[config.mk]
export PLATFORM = sky130hd
export DESIGN_NAME = sram_ctrl
export DESIGN_NICKNAME = d
export VERILOG_FILES = /design/src/rtl/sram_ctrl_pkg.sv /design/src/rtl/sram_phase_timer.sv /design/src/rtl/sram_rd_capture.sv /design/src/rtl/sram_ctrl.sv
export SDC_FILE = /design/constraint.sdc
export NUM_CORES = 1
export LEC_CHECK = 0
export CAP_MARGIN = 10
export CORE_ASPECT_RATIO = 1.25
export CORE_MARGIN = 1.5
export CORE_UTILIZATION = 39
export CTS_CLUSTER_DIAMETER = 200
export DETAILED_ROUTE_END_ITERATION = 8
export PLACE_DENSITY = 0.77
export SLEW_MARGIN = 20
export SYNTH_ARGS = -nofsm -noshare
export SYNTH_HDL_FRONTEND = slang
export SYNTH_HIERARCHICAL = 1
export SYNTH_SLANG_ARGS = --single-unit
[constraint.sdc]
create_clock -name clk -period 2.5 [get_ports clk]
set_clock_uncertainty 0.05 [all_clocks]
set_input_delay 0.5 -clock clk [delete_from_list [all_inputs] [get_ports clk]]
set_output_delay 0.5 -clock clk [all_outputs]
set_load 0.005 [all_outputs]
[src/rtl/sram_ctrl_pkg.sv]
package sram_ctrl_pkg;

  typedef enum logic [2:0] {
    PH_IDLE,
    PH_READ,
    PH_WLEAD,
    PH_WDATA,
    PH_WEND
  } phase_e;

  typedef struct packed {
    logic ce_n;
    logic oe_n;
    logic we_n;
    logic dq_oe;
  } strobe_t;

  localparam strobe_t STROBE_OFF = '{ce_n: 1'b1, oe_n: 1'b1, we_n: 1'b1, dq_oe: 1'b0};

endpackage

[src/rtl/sram_phase_timer.sv]
module sram_phase_timer #(
  parameter int CW = 3
) (
  input  logic          clk,
  input  logic          rst_n,
  input  logic          load,
  input  logic [CW-1:0] load_val,
  output logic          expired
);

  logic [CW-1:0] cnt_q, cnt_d;

  always_comb begin
    cnt_d = cnt_q;
    if (load) cnt_d = load_val;
    else if (cnt_q != '0) cnt_d = cnt_q - 1'b1;
  end

  always_ff @(posedge clk or negedge rst_n) begin
    if (!rst_n) cnt_q <= '0;
    else        cnt_q <= cnt_d;
  end

  assign expired = (cnt_q == '0);

endmodule

[src/rtl/sram_rd_capture.sv]
module sram_rd_capture #(
  parameter int LANES = 2,
  parameter int LW    = 8
) (
  input  logic                clk,
  input  logic                rst_n,
  input  logic                capture,
  input  logic [LANES-1:0]    lane_en,
  input  logic [LANES*LW-1:0] dq_in,
  output logic [LANES*LW-1:0] rdata
);

  for (genvar g = 0; g < LANES; g++) begin : g_lane
    logic [LW-1:0] lane_q, lane_d;

    always_comb begin
      lane_d = lane_q;
      if (capture) lane_d = lane_en[g] ? dq_in[g*LW +: LW] : '0;
    end

    always_ff @(posedge clk or negedge rst_n) begin
      if (!rst_n) lane_q <= '0;
      else        lane_q <= lane_d;
    end

    assign rdata[g*LW +: LW] = lane_q;
  end

endmodule

[src/rtl/sram_ctrl.sv]
module sram_ctrl
  import sram_ctrl_pkg::*;
#(
  parameter int ADDR_W       = 17,
  parameter int DATA_W       = 16,
  parameter int RD_CYC       = 7,
  parameter int WE_PULSE_CYC = 5,
  parameter int WR_SETUP_CYC = 3,
  parameter int TURN_CYC     = 3,
  localparam int LANES       = DATA_W / 8
) (
  input  logic              clk,
  input  logic              rst_n,
  input  logic              req_valid,
  output logic              req_ready,
  input  logic              req_we,
  input  logic [ADDR_W-1:0] req_addr,
  input  logic [DATA_W-1:0] req_wdata,
  input  logic [LANES-1:0]  req_mask,
  output logic              rsp_valid,
  output logic [DATA_W-1:0] rsp_rdata,
  output logic [ADDR_W-1:0] sram_addr,
  output logic              sram_ce_n,
  output logic              sram_oe_n,
  output logic              sram_we_n,
  output logic [LANES-1:0]  sram_be_n,
  output logic [DATA_W-1:0] sram_dq_out,
  output logic              sram_dq_oe,
  input  logic [DATA_W-1:0] sram_dq_in
);

  localparam int PULSE_REST = (WE_PULSE_CYC > WR_SETUP_CYC) ? WE_PULSE_CYC - WR_SETUP_CYC : 1;
  localparam int WR_LEAD    = (TURN_CYC > PULSE_REST) ? TURN_CYC : PULSE_REST;
  localparam int MAX_A      = (RD_CYC > WR_LEAD) ? RD_CYC : WR_LEAD;
  localparam int MAX_CYC    = (MAX_A > WR_SETUP_CYC) ? MAX_A : WR_SETUP_CYC;
  localparam int CW         = $clog2(MAX_CYC + 1);

  // reset synchronizer: asserts at once, releases on the clock
  logic [1:0] rs_q;
  logic       rst_i_n;

  always_ff @(posedge clk or negedge rst_n) begin
    if (!rst_n) rs_q <= '0;
    else        rs_q <= {rs_q[0], 1'b1};
  end
  assign rst_i_n = rs_q[1];

  phase_e            st_q, st_d;
  strobe_t           str_q, str_d;
  logic [LANES-1:0]  be_n_q, be_n_d;
  logic [ADDR_W-1:0] addr_q;
  logic [DATA_W-1:0] dout_q;
  logic              rsp_q, rsp_d;
  logic              accept, t_load, t_exp, cap;
  logic [CW-1:0]     t_val;

  assign req_ready = rst_i_n && (st_q == PH_IDLE);
  assign accept    = req_valid && req_ready;

  always_comb begin
    st_d   = st_q;
    str_d  = str_q;
    be_n_d = be_n_q;
    rsp_d  = 1'b0;
    t_load = 1'b0;
    t_val  = '0;
    cap    = 1'b0;
    unique case (st_q)
      PH_IDLE: begin
        if (accept) begin
          be_n_d     = ~req_mask;
          t_load     = 1'b1;
          str_d.ce_n = 1'b0;
          if (req_we) begin
            st_d       = PH_WLEAD;
            str_d.we_n = 1'b0;
            t_val      = CW'(WR_LEAD - 1);
          end else begin
            st_d       = PH_READ;
            str_d.oe_n = 1'b0;
            t_val      = CW'(RD_CYC - 1);
          end
        end
      end
      PH_READ: begin
        if (t_exp) begin
          cap    = 1'b1;
          rsp_d  = 1'b1;
          st_d   = PH_IDLE;
          str_d  = STROBE_OFF;
          be_n_d = '1;
        end
      end
      PH_WLEAD: begin
        if (t_exp) begin
          st_d        = PH_WDATA;
          str_d.dq_oe = 1'b1;
          t_load      = 1'b1;
          t_val       = CW'(WR_SETUP_CYC - 1);
        end
      end
      PH_WDATA: begin
        if (t_exp) begin
          st_d        = PH_WEND;
          str_d.we_n  = 1'b1;
          str_d.dq_oe = 1'b0;
        end
      end
      PH_WEND: begin
        st_d   = PH_IDLE;
        str_d  = STROBE_OFF;
        be_n_d = '1;
      end
      default: begin
        st_d   = PH_IDLE;
        str_d  = STROBE_OFF;
        be_n_d = '1;
      end
    endcase
  end

  always_ff @(posedge clk or negedge rst_i_n) begin
    if (!rst_i_n) begin
      st_q   <= PH_IDLE;
      str_q  <= STROBE_OFF;
      be_n_q <= '1;
      rsp_q  <= 1'b0;
    end else begin
      st_q   <= st_d;
      str_q  <= str_d;
      be_n_q <= be_n_d;
      rsp_q  <= rsp_d;
    end
  end

  // request payload, loaded only on acceptance
  always_ff @(posedge clk or negedge rst_i_n) begin
    if (!rst_i_n) begin
      addr_q <= '0;
      dout_q <= '0;
    end else if (accept) begin
      addr_q <= req_addr;
      dout_q <= req_wdata;
    end
  end

  sram_phase_timer #(.CW(CW)) u_timer (
    .clk      (clk),
    .rst_n    (rst_i_n),
    .load     (t_load),
    .load_val (t_val),
    .expired  (t_exp)
  );

  sram_rd_capture #(.LANES(LANES), .LW(8)) u_cap (
    .clk     (clk),
    .rst_n   (rst_i_n),
    .capture (cap),
    .lane_en (~be_n_q),
    .dq_in   (sram_dq_in),
    .rdata   (rsp_rdata)
  );

  assign rsp_valid   = rsp_q;
  assign sram_addr   = addr_q;
  assign sram_ce_n   = str_q.ce_n;
  assign sram_oe_n   = str_q.oe_n;
  assign sram_we_n   = str_q.we_n;
  assign sram_dq_oe  = str_q.dq_oe;
  assign sram_be_n   = be_n_q;
  assign sram_dq_out = dout_q;

endmodule

After elaboration in Yosys (flattened, before gate mapping)
Index checks and enable logic that the tools add are counted.

Register bits after elaboration: 64. Bits of input ports: 55. Output and inout port bits: 57. Logic and storage cells: 70.

$add $sub $neg: 1. Equality and inequality tests: 9. Mux-type cells: 30. Bitwise logic cells: 5. Reduce and logical (&&, ||, !) cells: 12.

Operator list (count): $mux 3 (9); $mux 8 (2); $ne 2x2->1 const B (6); $pmux 2 s3 (2); $pmux 3 s4 (1); $reduce_and 4->1 (3); $mux 2 (5); $pmux 1 s4 (2); $eq 3x2->1 const B (2); $logic_not 3->1 (2); $mux 1 (6); $pmux 3 s2 (1); $reduce_and 5->1 (1); $mux 4 (1); $not 2->2 (2); $eq 3x1->1 const B (1); $not 1->1 (3); $reduce_and 3->1 (1); $reduce_bool 3->1 (1); $sub 3x1->3 const B (1); $logic_and 1x1->1 (2); $pmux 1 s2 (1); $reduce_bool 2->1 (1); $reduce_or 2->1 (1).

Logic depth before layout (Yosys ltp)
Gate-level depths: netlist (run 1).

Word-level depth: 6. Mapped depth: 9. Depth with buffers taken out: 8.

Hierarchy
Netlist (run 1), hierarchy kept.

Modules (own cells, without submodules): sram_ctrl (instances 1, cells an instance 121, area an instance 1898.1 µm², sequential area each 1132.3 µm²); sram_rd_capture (instances 1, cells an instance 69, area an instance 648.1 µm², sequential area each 400.4 µm²); sram_phase_timer (instances 1, cells an instance 21, area an instance 200.2 µm², sequential area each 75.1 µm²).

Worst setup path before layout (run 1)
Ideal clock, no wire load.

Kind: reg2reg. Start point: register rs_q[1]. End point: register u_timer.cnt_q[0]. Setup time: 104 ps. Arrival: 2934 ps. Required time: 2346 ps. Slack: -588 ps. Stages on the path, launching flop included: 5. Path buffers: 0. Clock period less this slack: 3088 ps. Cell sequence: dfrtp_1 -> nand3b_1 -> a211oi_1 -> nor2b_1 -> a221oi_1.

Word-level cells in the longest chain between the ends: 5. Elaborated cells between the ends (all ways): 8. Those cells by class: 5 x mux; 3 x reduce/logical.

RTL lines: start, declared (line sram_ctrl.sv:39) `logic [1:0] rs_q;`; start signal, assigned (line sram_ctrl.sv:44) `else rs_q <= {rs_q[0], 1'b1};`; $logic_and 1x1->1 (*) (line sram_ctrl.sv:57) `assign req_ready = rst_i_n && (st_q == PH_IDLE);`; $logic_and 1x1->1 (*) (line sram_ctrl.sv:58) `assign accept = req_valid && req_ready;`; $mux 1 (*) (line sram_ctrl.sv:70) `if (accept) begin`; $pmux 1 s2 (*) (line sram_ctrl.sv:68) `unique case (st_q)`; via t_load (line sram_ctrl.sv:54) `logic accept, t_load, t_exp, cap;`; $mux 3 / $reduce_bool 2->1 (equally long branches); end signal, assigned (line sram_phase_timer.sv:21) `else cnt_q <= cnt_d;`; end, declared (line sram_phase_timer.sv:11) `logic [CW-1:0] cnt_q, cnt_d;`.

The timed path passes the listed nets; every way through them passes the cells marked *. A chain may end at the register's enable or synchronous reset.

Worst setup path after layout (run 1)
Start point: register st_q[0]. End point: output req_ready.

Word-level cells in the longest chain between the ends: 2.

RTL lines: start, declared (line sram_ctrl.sv:48) `phase_e st_q, st_d;`; start signal, assigned (line sram_ctrl.sv:129) `st_q <= st_d;`; $logic_not 3->1 (line sram_ctrl.sv:57); $logic_and 1x1->1 (line sram_ctrl.sv:57); end, declared (line sram_ctrl.sv:15) `output logic req_ready,`.

No other way between the ends.

==> metrics list, run 1 <==
* Switching power summed over all nets: between 1000 and 1500 uW
* Global routing usage summed across all routing layers: 0.1658
- By area, the combinational part of the netlist is dominated by multiplexers.
- In this run, post-CTS repair resized a total of 0 instances.
* Initial antenna violation count: 0
* Number of remaining DRC errors: 0
- Leakage dissipation: between 0.0015 and 0.002 uW
* Post-layout nets: roughly 380
* Top delay family on crit path: flip-flops
* Antenna diode count: 0
- Sequential share of power: 0.408
- Synthesis-stage register bit count: 64
- CTS clk-pin slew, worst paths: 0.07 ns
* Fin cells: approximately 420
* CTS H-tree lvls: 3
- For this run, the register share of the synthesized area comes to 0.5854.
- Int Power: approximately 3200 uW
* Setup CP Type: flop to output port
* Post-detailed-placement cell area: roughly 3900 um^2
- The floorplan step defined a die boundary enclosing about 7600 um^2.
- Delay of the slowest cell on the worst path: 0.49 ns
- Once detail routing completed, the nets flagged for antenna violations numbered 0.
- CP cell instances: nor3_4 > and2_1 > clkdlybuf4s50_1
* Total half-perimeter wirelength after legalization and detailed placement: 4301 um
- Global route overflow: 0
- Wire length per cell: around 14 um
- In this run the tightest slew margin relative to its limit is 0.5177.
- Async set or reset register ratio after synthesis: 1.000
- Among all flip-flop cells after synthesis, the most frequent one is dfrtp_1.
- Multiplexer area fraction after synthesis: 0.1749
- After detailed routing, the total wire length is around 6000 um.
- The layout has 594 filler cells.
- At the worst endpoint, the required time is just under 2 ns.
* Hold slack: 0.07380 ns
- Setup repair after global routing left no endpoint under its margin.
- In the post-synthesis netlist, the biggest area contributors are dfrtp_1, mux2_4, dfstp_2.
- CTS Root Cell: clkbuf_8
* Dpl cells: between 400 and 500
- In this run the post-CTS setup repair buffer count came out at 0.
- Clock latency at the later pin of the worst-skew pair: between 0.3 and 0.4 ns
- At the pin with the least slew margin, the transition time is approximately 0.72 ns.
- Port buffering added ~110 buffers.
- The tightest min-delay check is of the flop to async pin type.
* Via count of the routed design: 1987
- The synthesized-area fraction occupied by ao, oa, aoi and oai cells came to 0.07380.
* Final setup violation count: 0
- Crit-path max FO: 9
- The run finished with clean final reports.
* Share of synthesized cell area in full adder, half adder and majority cells: 0.009112
- Worst ir drop on vdd: between 0.6 and 0.7 mV
* Logic pwr share: 0.431
- Core occupancy in the finished layout: 0.5940
* Iteration-0 DRC count of the detailed router: 78
* Simple-gate share of the synthesized area: 0.08702
- The final number of max-transition violations came to 0.
* Max frequency: about 0.44 GHz
* Placer congestion estimate: 0.7359
- TritonCTS built the clock tree.
* Slowest stage cell, crit path: dfrtp_1
* Count of different cell masters after synthesis: 34
- Share of Yosys cell area claimed by the top area cell type: 0.5376
- In the routed layout, each cell is associated on average with a via count of about 4.7.
- The initial utilization of the core area, before any placement, comes to 0.3985.
- Number of enable flip-flop cells after synthesis: 0
- Die height: 96.82 um
- Across the run, the number of max-cap violations was 0.
- Number of warnings issued by yosys: 6
* Fin. Hold Viols: 0
* Max Buffers Root-to-Sink: 2
- Setup crit end kind: output port
- Together, buffers and inverters on the worst path number 1.
* Sum of negative setup slack: 0 ns
- Mean area per synthesized cell: 13.02 um^2
* Commonest cells after routing, fill and taps aside: clkdlybuf4s50_1, dfrtp_1, mux2_4, inv_1, o21ai_0
* Floorplan row count: 34
- After technology mapping, the gate count stands at between 200 and 250.
- Portion of the clock cycle consumed by the worst path in the final layout: 0.9189
* I/O pin cnt: ~110
* Arrival time worst endpoint: 1.75 ns
* Maximum number of pins on one net before global-route repair: 59
- Area leader, netlist: dfrtp_1
* Die Width: 78.06 um
* Fraction of layout cells with a size suffix above 1: 0.1843
- The cell area that synthesis handed to floorplanning was between 2000 and 3000 um^2.
* Min Tclk post-route: 2.297 ns
* Area grow syn2layout: 49.07%
- Net Sw Frac: 0.2882
- For this run, the detailed router's first-pass iteration total came to 4.
- In this run, CTS created clock tree buffers numbering 9.
* Power per cell area: roughly 1100 nW/um^2
- Critical path launch point type: flop
- The first global-routing pass estimated about 10000 um of wire.
- Synthesized netlist net count: ~270
- The library cell used most frequently in the layout, excluding fill and tap cells, is clkdlybuf4s50_1.
- Xor/xnor cell area share of the yosys netlist: 0
- The total area inside the core boundary comes to 6892 um^2.
- Number of global-route vias before repair: approximately 1900
- The clock net in this run drives a total of 64 sinks.
* Cell area after layout: ~4100 um^2
- After clock tree synthesis, the flow added hold-fix buffers numbering 0.
- Clock share of power: 0.161
==> cell families (layout without fill, tap and decap cells) <==
kind of cell,after synthesis,after routing
DFF,64,64
and+or+nand+nor,39,39
buffers and inverters,38,158
AOI/OAI and AO/OA,33,33
muxes,33,33
adders and majority gates,2,2
other,2,2
==> state kept, by name, summed over array words and instances (netlist names) <==
| signal | cells |
|---|---|
| st_q | 3 |
| sram_dq_oe | 1 |
| rs_q | 2 |
| u_timer/cnt_q | 3 |
| sram_oe_n | 1 |
| sram_ce_n | 1 |
| sram_we_n | 1 |
| sram_addr | 17 |
| rsp_valid | 1 |
| sram_dq_out | 16 |
| u_cap/g_lane.lane_q | 16 |
| sram_be_n | 2 |
==> final cells by class <==
cell class / instances / area, um^2 / share of cell area
repair buffers: 115 / 1154 / 0.2818
clock buffers: 12 / 135.1 / 0.03301
inverters: 27 / 101.3 / 0.02476
well taps: 90 / 112.6 / 0.02751
flip-flops and latches: 64 / 1609 / 0.3930
clock inverters: 4 / 22.52 / 0.005501
multi-input cells: 109 / 959.7 / 0.2344
==> power by group through the flow <==
stage	Clock (uW)	Sequential (uW)	Combinational (uW)
2_1_floorplan	0	1850	852
6_report	727	1840	1950
3_5_place_dp	0	1860	1960
4_1_cts	756	1850	1970
3_3_place_gp	0	1840	1910
5_1_grt	796	1910	2100
==> worst reg2reg max path, cell delays in order (launching register included) <==
cell and delay, ns:
dfrtp_1 0.39, inv_1 0.08, ha_1 0.20, nand2b_1 0.12
inv_1 0.20, nand2_1 0.10, a211oi_1 0.21, buf_4 0.18
nor2b_1 0.06, a221oi_1 0.28
==> layer usage <==
layer  wire length [um]  up-vias  global-route usage
met5                  0        -                   0
met4                114        0             0.06456
met3                288       13             0.04434
met2               3121       60              0.2709
met1               2563      962              0.2080
li1                   -      952                   -
==> worst paths after layout <==
kind | start | to | slack (ns) | cells past startpoint
max | st_q[0]$_DFFE_PN0P_ | req_ready | 0.20 | 3
min | rs_q[1]$_DFF_PN0_ | st_q[0]$_DFFE_PN0P_ | 0.07 | 0
max reg2reg | u_timer/cnt_q[0]$_DFFE_PN0P_ | u_timer/cnt_q[0]$_DFFE_PN0P_ | 0.52 | 9
min reg2reg | rs_q[1]$_DFF_PN0_ | st_q[0]$_DFFE_PN0P_ | 0.07 | 0
max in group asynchronous | rs_q[1]$_DFF_PN0_ | sram_addr[15]$_DFFE_PN0P_ | 1.34 | 1
min in group clk | rs_q[0]$_DFF_PN0_ | rs_q[1]$_DFF_PN0_ | 0.30 | 0
==> cell usage after synthesis, types with 4 or more instances <==
| library cell | n |
|---|---|
| buf_6 | 4 |
| dfrtp_1 | 59 |
| dfstp_2 | 5 |
| inv_1 | 27 |
| mux2_2 | 4 |
| mux2_4 | 29 |
| nand3_1 | 17 |
| nor2_1 | 4 |
| o21ai_0 | 20 |
==> stage by stage <==
stage,setup slack (ns),power [uW]
detailed placement,0.3517,3818
finish,0.2027,4522
global placement,0.4427,3757
CTS,0.1710,4577
global route,0.1228,4806
floorplan,0.1012,2698
No activity file was read; power rests on OpenSTA's default activity.
==> run 2, diff against run 1 <==
--- a/config.mk
+++ b/config.mk
@@ -8,10 +8,10 @@
 export CAP_MARGIN = 10
 export CORE_ASPECT_RATIO = 1.25
 export CORE_MARGIN = 1.5
-export CORE_UTILIZATION = 39
+export CORE_UTILIZATION = 45
 export CTS_CLUSTER_DIAMETER = 200
 export DETAILED_ROUTE_END_ITERATION = 8
-export PLACE_DENSITY = 0.77
+export PLACE_DENSITY = 0.83
 export SLEW_MARGIN = 20
 export SYNTH_ARGS = -nofsm -noshare
 export SYNTH_HDL_FRONTEND = slang
==> constraint.sdc (replaced) <==
create_clock -name clk -period 2.8 [get_ports clk]
set_clock_uncertainty 0.05 [all_clocks]
set_input_delay 0.56 -clock clk [delete_from_list [all_inputs] [get_ports clk]]
set_output_delay 0.56 -clock clk [all_outputs]
set_load 0.005 [all_outputs]
==> run 2 against run 1 <==
  * Sequential share of layout area is 0.24 points lower
  * Combinational power shrank 11%
  * Critical endpoint unchanged
  * Register-to-register slack improved by 0.37 ns
  * Final area increased by 0.61%
  * Largest cell class unchanged
  * Final cell count fell by 1.7%
==> metrics list, run 2 (same netlist as run 1, synthesis figures left out) <==
- Clock share of power: 0.185 (+0.024)
* FF+latch area: 1609 um^2 (unchanged)
* Iteration-0 DRC count of the detailed router: 114 (+46%)
- The total global routing track utilization came to 0.2001 (+0.03433).
- Setup repair after global routing left no endpoint under its margin.
- The flip-flop count of the largest register after layout came to 17 (unchanged).
- Crit-path max FO: 9 (unchanged)
- The residual DRC count was 0 (unchanged).
* Post-layout nets: 384 (+0.26%)
- From synthesis to final layout, the design area changed by 49.98%.
- TritonCTS built the clock tree.
* Delay of the slowest cell on the worst path: 0.52 ns (+0.03 ns)
* Power per cell area: 1012 nW/um^2 (-8.4%)
- The wire length of the first global-routing pass was 10180 um (+4.5%).
- The reported net switching power was 1179 uW (-9.6%).
- The antenna diode count came to 0 (unchanged).
- Clock latency at the later pin of the worst-skew pair: 0.33 ns (about the same)
- Commonest cells after routing, fill and taps aside: clkdlybuf4s50_1, dfrtp_1, mux2_4, inv_1, o21ai_0
- The number of buffers added by the clock tree synthesis step is 9 (unchanged).
- Walking the worst path, the cells encountered are nor3_4 > and2_1 > clkdlybuf4s50_1.
* Initial antenna violation count: 0 (unchanged)
- Die Width: 72.88 um (-6.6%)
* Routed wire length on met3: 298 um (+3.5%)
- The fill cell instance count of the final layout came to 440 (-26%).
- The total overflow reported by the global router was 0 (unchanged).
* Routed length on met2: 3073 um (-1.5%)
* Wire length per cell: 14.79 um (+2.3%)
- The clock sink count is 64 (unchanged).
- The layout cell share with drive strength beyond 1 came to 0.1928 (+0.008481).
- Portion of the clock cycle consumed by the worst path in the final layout: 0.8495
* Net Sw Frac: 0.2827 (-0.005465)
* Number of pins with negative max-slew slack in the final report: 0 (unchanged)
- CTS clk-pin slew, worst paths: 0.07 ns (about the same)
* Outcome: finished clean
* Total of buffers placed on input and output ports: 111 (unchanged)
- Broken down by cell family, the worst path's largest delay share belongs to buffers and inverters.
* Worst Max-Slew Pin Slew: 0.6421 ns (-0.08131 ns)
- The peak ir drop on the vdd network was 0.4855 mV (-23%).
- The post-cts gate resize count came to 0 (unchanged).
- The number of setup violations in the final report is 0 (unchanged).
* Leakage dissipation: 0.001894 uW (+0.90%)
* Die height: 90.35 um (-6.7%)
* Full die area: 6584 um^2 (-13%)
* Total half-perimeter wirelength after legalization and detailed placement: 4422 um (+2.8%)
- Floorplan row count: 31 (-8.8%)
- The setup path with the least slack is of type flop to output port.
- Detailed Route WL: 6124 um (+0.61%)
- First drt pass iteration count: 4 (unchanged)
* Number of maximum-capacitance constraint violations: 0 (unchanged)
- CP required: 2.19 ns (+0.24 ns)
- I/O pin cnt: 112 (unchanged)
* Placer congestion estimate: 0.8204 (+11%)
* Total core area: 5857 um^2 (-15%)
- The number of failing hold endpoints at the final stage was 0 (unchanged).
* Via count of the routed design: 2014 (+1.4%)
- The arrival time at the worst endpoint is 1.77 ns (+0.02 ns).
- Number of buffers added to fix hold violations after cts: 0 (unchanged)
- The tightest min-delay check is of the flop to async pin type.
- The buffers inserted during post-CTS setup optimization is 0 (unchanged).
* CTS Root Cell: clkbuf_8
* Critical path launch point type: flop
- Slowest stage cell, crit path: clkdlybuf4s50_1
* Sequential share of power: 0.398 (-0.010)
- Remaining antenna violation count after routing: 0 (unchanged)
- STA classifies the critical path endpoint as an output port.
- Effective utilization at floorplan: 0.4689 (+0.07041)
* Int Power: 2990 uW (-7.1%)
- The detail-routed via count per cell came to 4.865 (+3.1%).
- The number of global-route vias before repair came to 2139 (+9.9%).
* Max frequency: ~0.42 GHz
- Sum of negative setup slack: 0 ns (unchanged)
- The power share of the combinational group is 0.417 (-0.014).
- The combined buffer and inverter count along the critical path is 1 (unchanged).
* Footprint of the multi-input gates: 959.7 um^2 (unchanged)
- Maximum number of pins on one net before global-route repair: 54 (-8.5%)
- The post-route worst hold slack was 0.1179 ns (+0.04408 ns).
- Top routing layer used: met4
- Min Tclk post-route: 2.379 ns
- The library cell used most frequently in the layout, excluding fill and tap cells, is clkdlybuf4s50_1.
* Sum of routed wire segments on met1: 2617 um (+2.1%)
- CTS H-tree lvls: 3 (unchanged)
- Worst max-slew margin expressed relative to the limit: 0.5719 (+0.05421)
- Max Buffers Root-to-Sink: 2 (unchanged)
[run 2: changes by cell type in the layout (fill, tap and decap cells not counted), sizes merged]
cell    before  now
buf          4    5
bufinv       0    1
clkbuf      12   11
[run 2: final timing paths]
path | from | endpoint | slack, ns | cells after the start
setup / recovery | st_q[0]$_DFFE_PN0P_ | req_ready | 0.42 | 3
hold / removal | rs_q[1]$_DFF_PN0_ | u_timer/cnt_q[1]$_DFFE_PN0P_ | 0.12 | 0
setup reg to reg | u_timer/cnt_q[0]$_DFFE_PN0P_ | u_timer/cnt_q[0]$_DFFE_PN0P_ | 0.89 | 9
hold reg to reg | rs_q[1]$_DFF_PN0_ | u_timer/cnt_q[1]$_DFFE_PN0P_ | 0.12 | 0
max in group asynchronous | rs_q[1]$_DFF_PN0_ | u_cap/g_lane[1].lane_q[0]$_DFFE_PN0P_ | 1.64 | 1
min in group clk | rs_q[0]$_DFF_PN0_ | rs_q[1]$_DFF_PN0_ | 0.31 | 0
[run 2: area by class of cell]
| cell class | count | area share |
|---|---|---|
| flip-flops and latches | 64 | 0.3906 |
| multi-input cells | 109 | 0.2330 |
| clock inverters | 5 | 0.01367 |
| clock buffers | 11 | 0.03433 |
| well taps | 82 | 0.02491 |
| inverters | 27 | 0.02461 |
| repair buffers | 116 | 0.2789 |
[run 2: layer usage]
layer	track usage	up-vias
met1	0.2585	989
met2	0.3165	68
li1	-	945
met3	0.04241	12
met4	0.09591	0
met5	0	-
[run 2: power groups by stage]
stage | sequential, uW | combinational (uW) | clock [uW]
detailed placement | 1670 | 1750 | 0
global placement | 1650 | 1700 | 0
floorplan | 1650 | 760 | 0
global route | 1710 | 1880 | 836
finish | 1660 | 1740 | 771
CTS | 1660 | 1760 | 795
[run 2: per-stage QoR]
| stage | power, uW | worst slack [ns] | cells | utilization | instance area [um^2] |
|---|---|---|---|---|---|
| finish | 4168 | 0.4215 | 414 | 0.7033 | 4119 |
| floorplan | 2409 | 0.4012 | 211 | - | 2748 |
| global placement | 3350 | 0.5496 | 398 | 0.6695 | 3921 |
| CTS | 4214 | 0.3981 | 414 | 0.7033 | 4119 |
| global route | 4435 | 0.3572 | 414 | 0.7033 | 4119 |
| detailed placement | 3416 | 0.5113 | 398 | 0.6695 | 3921 |
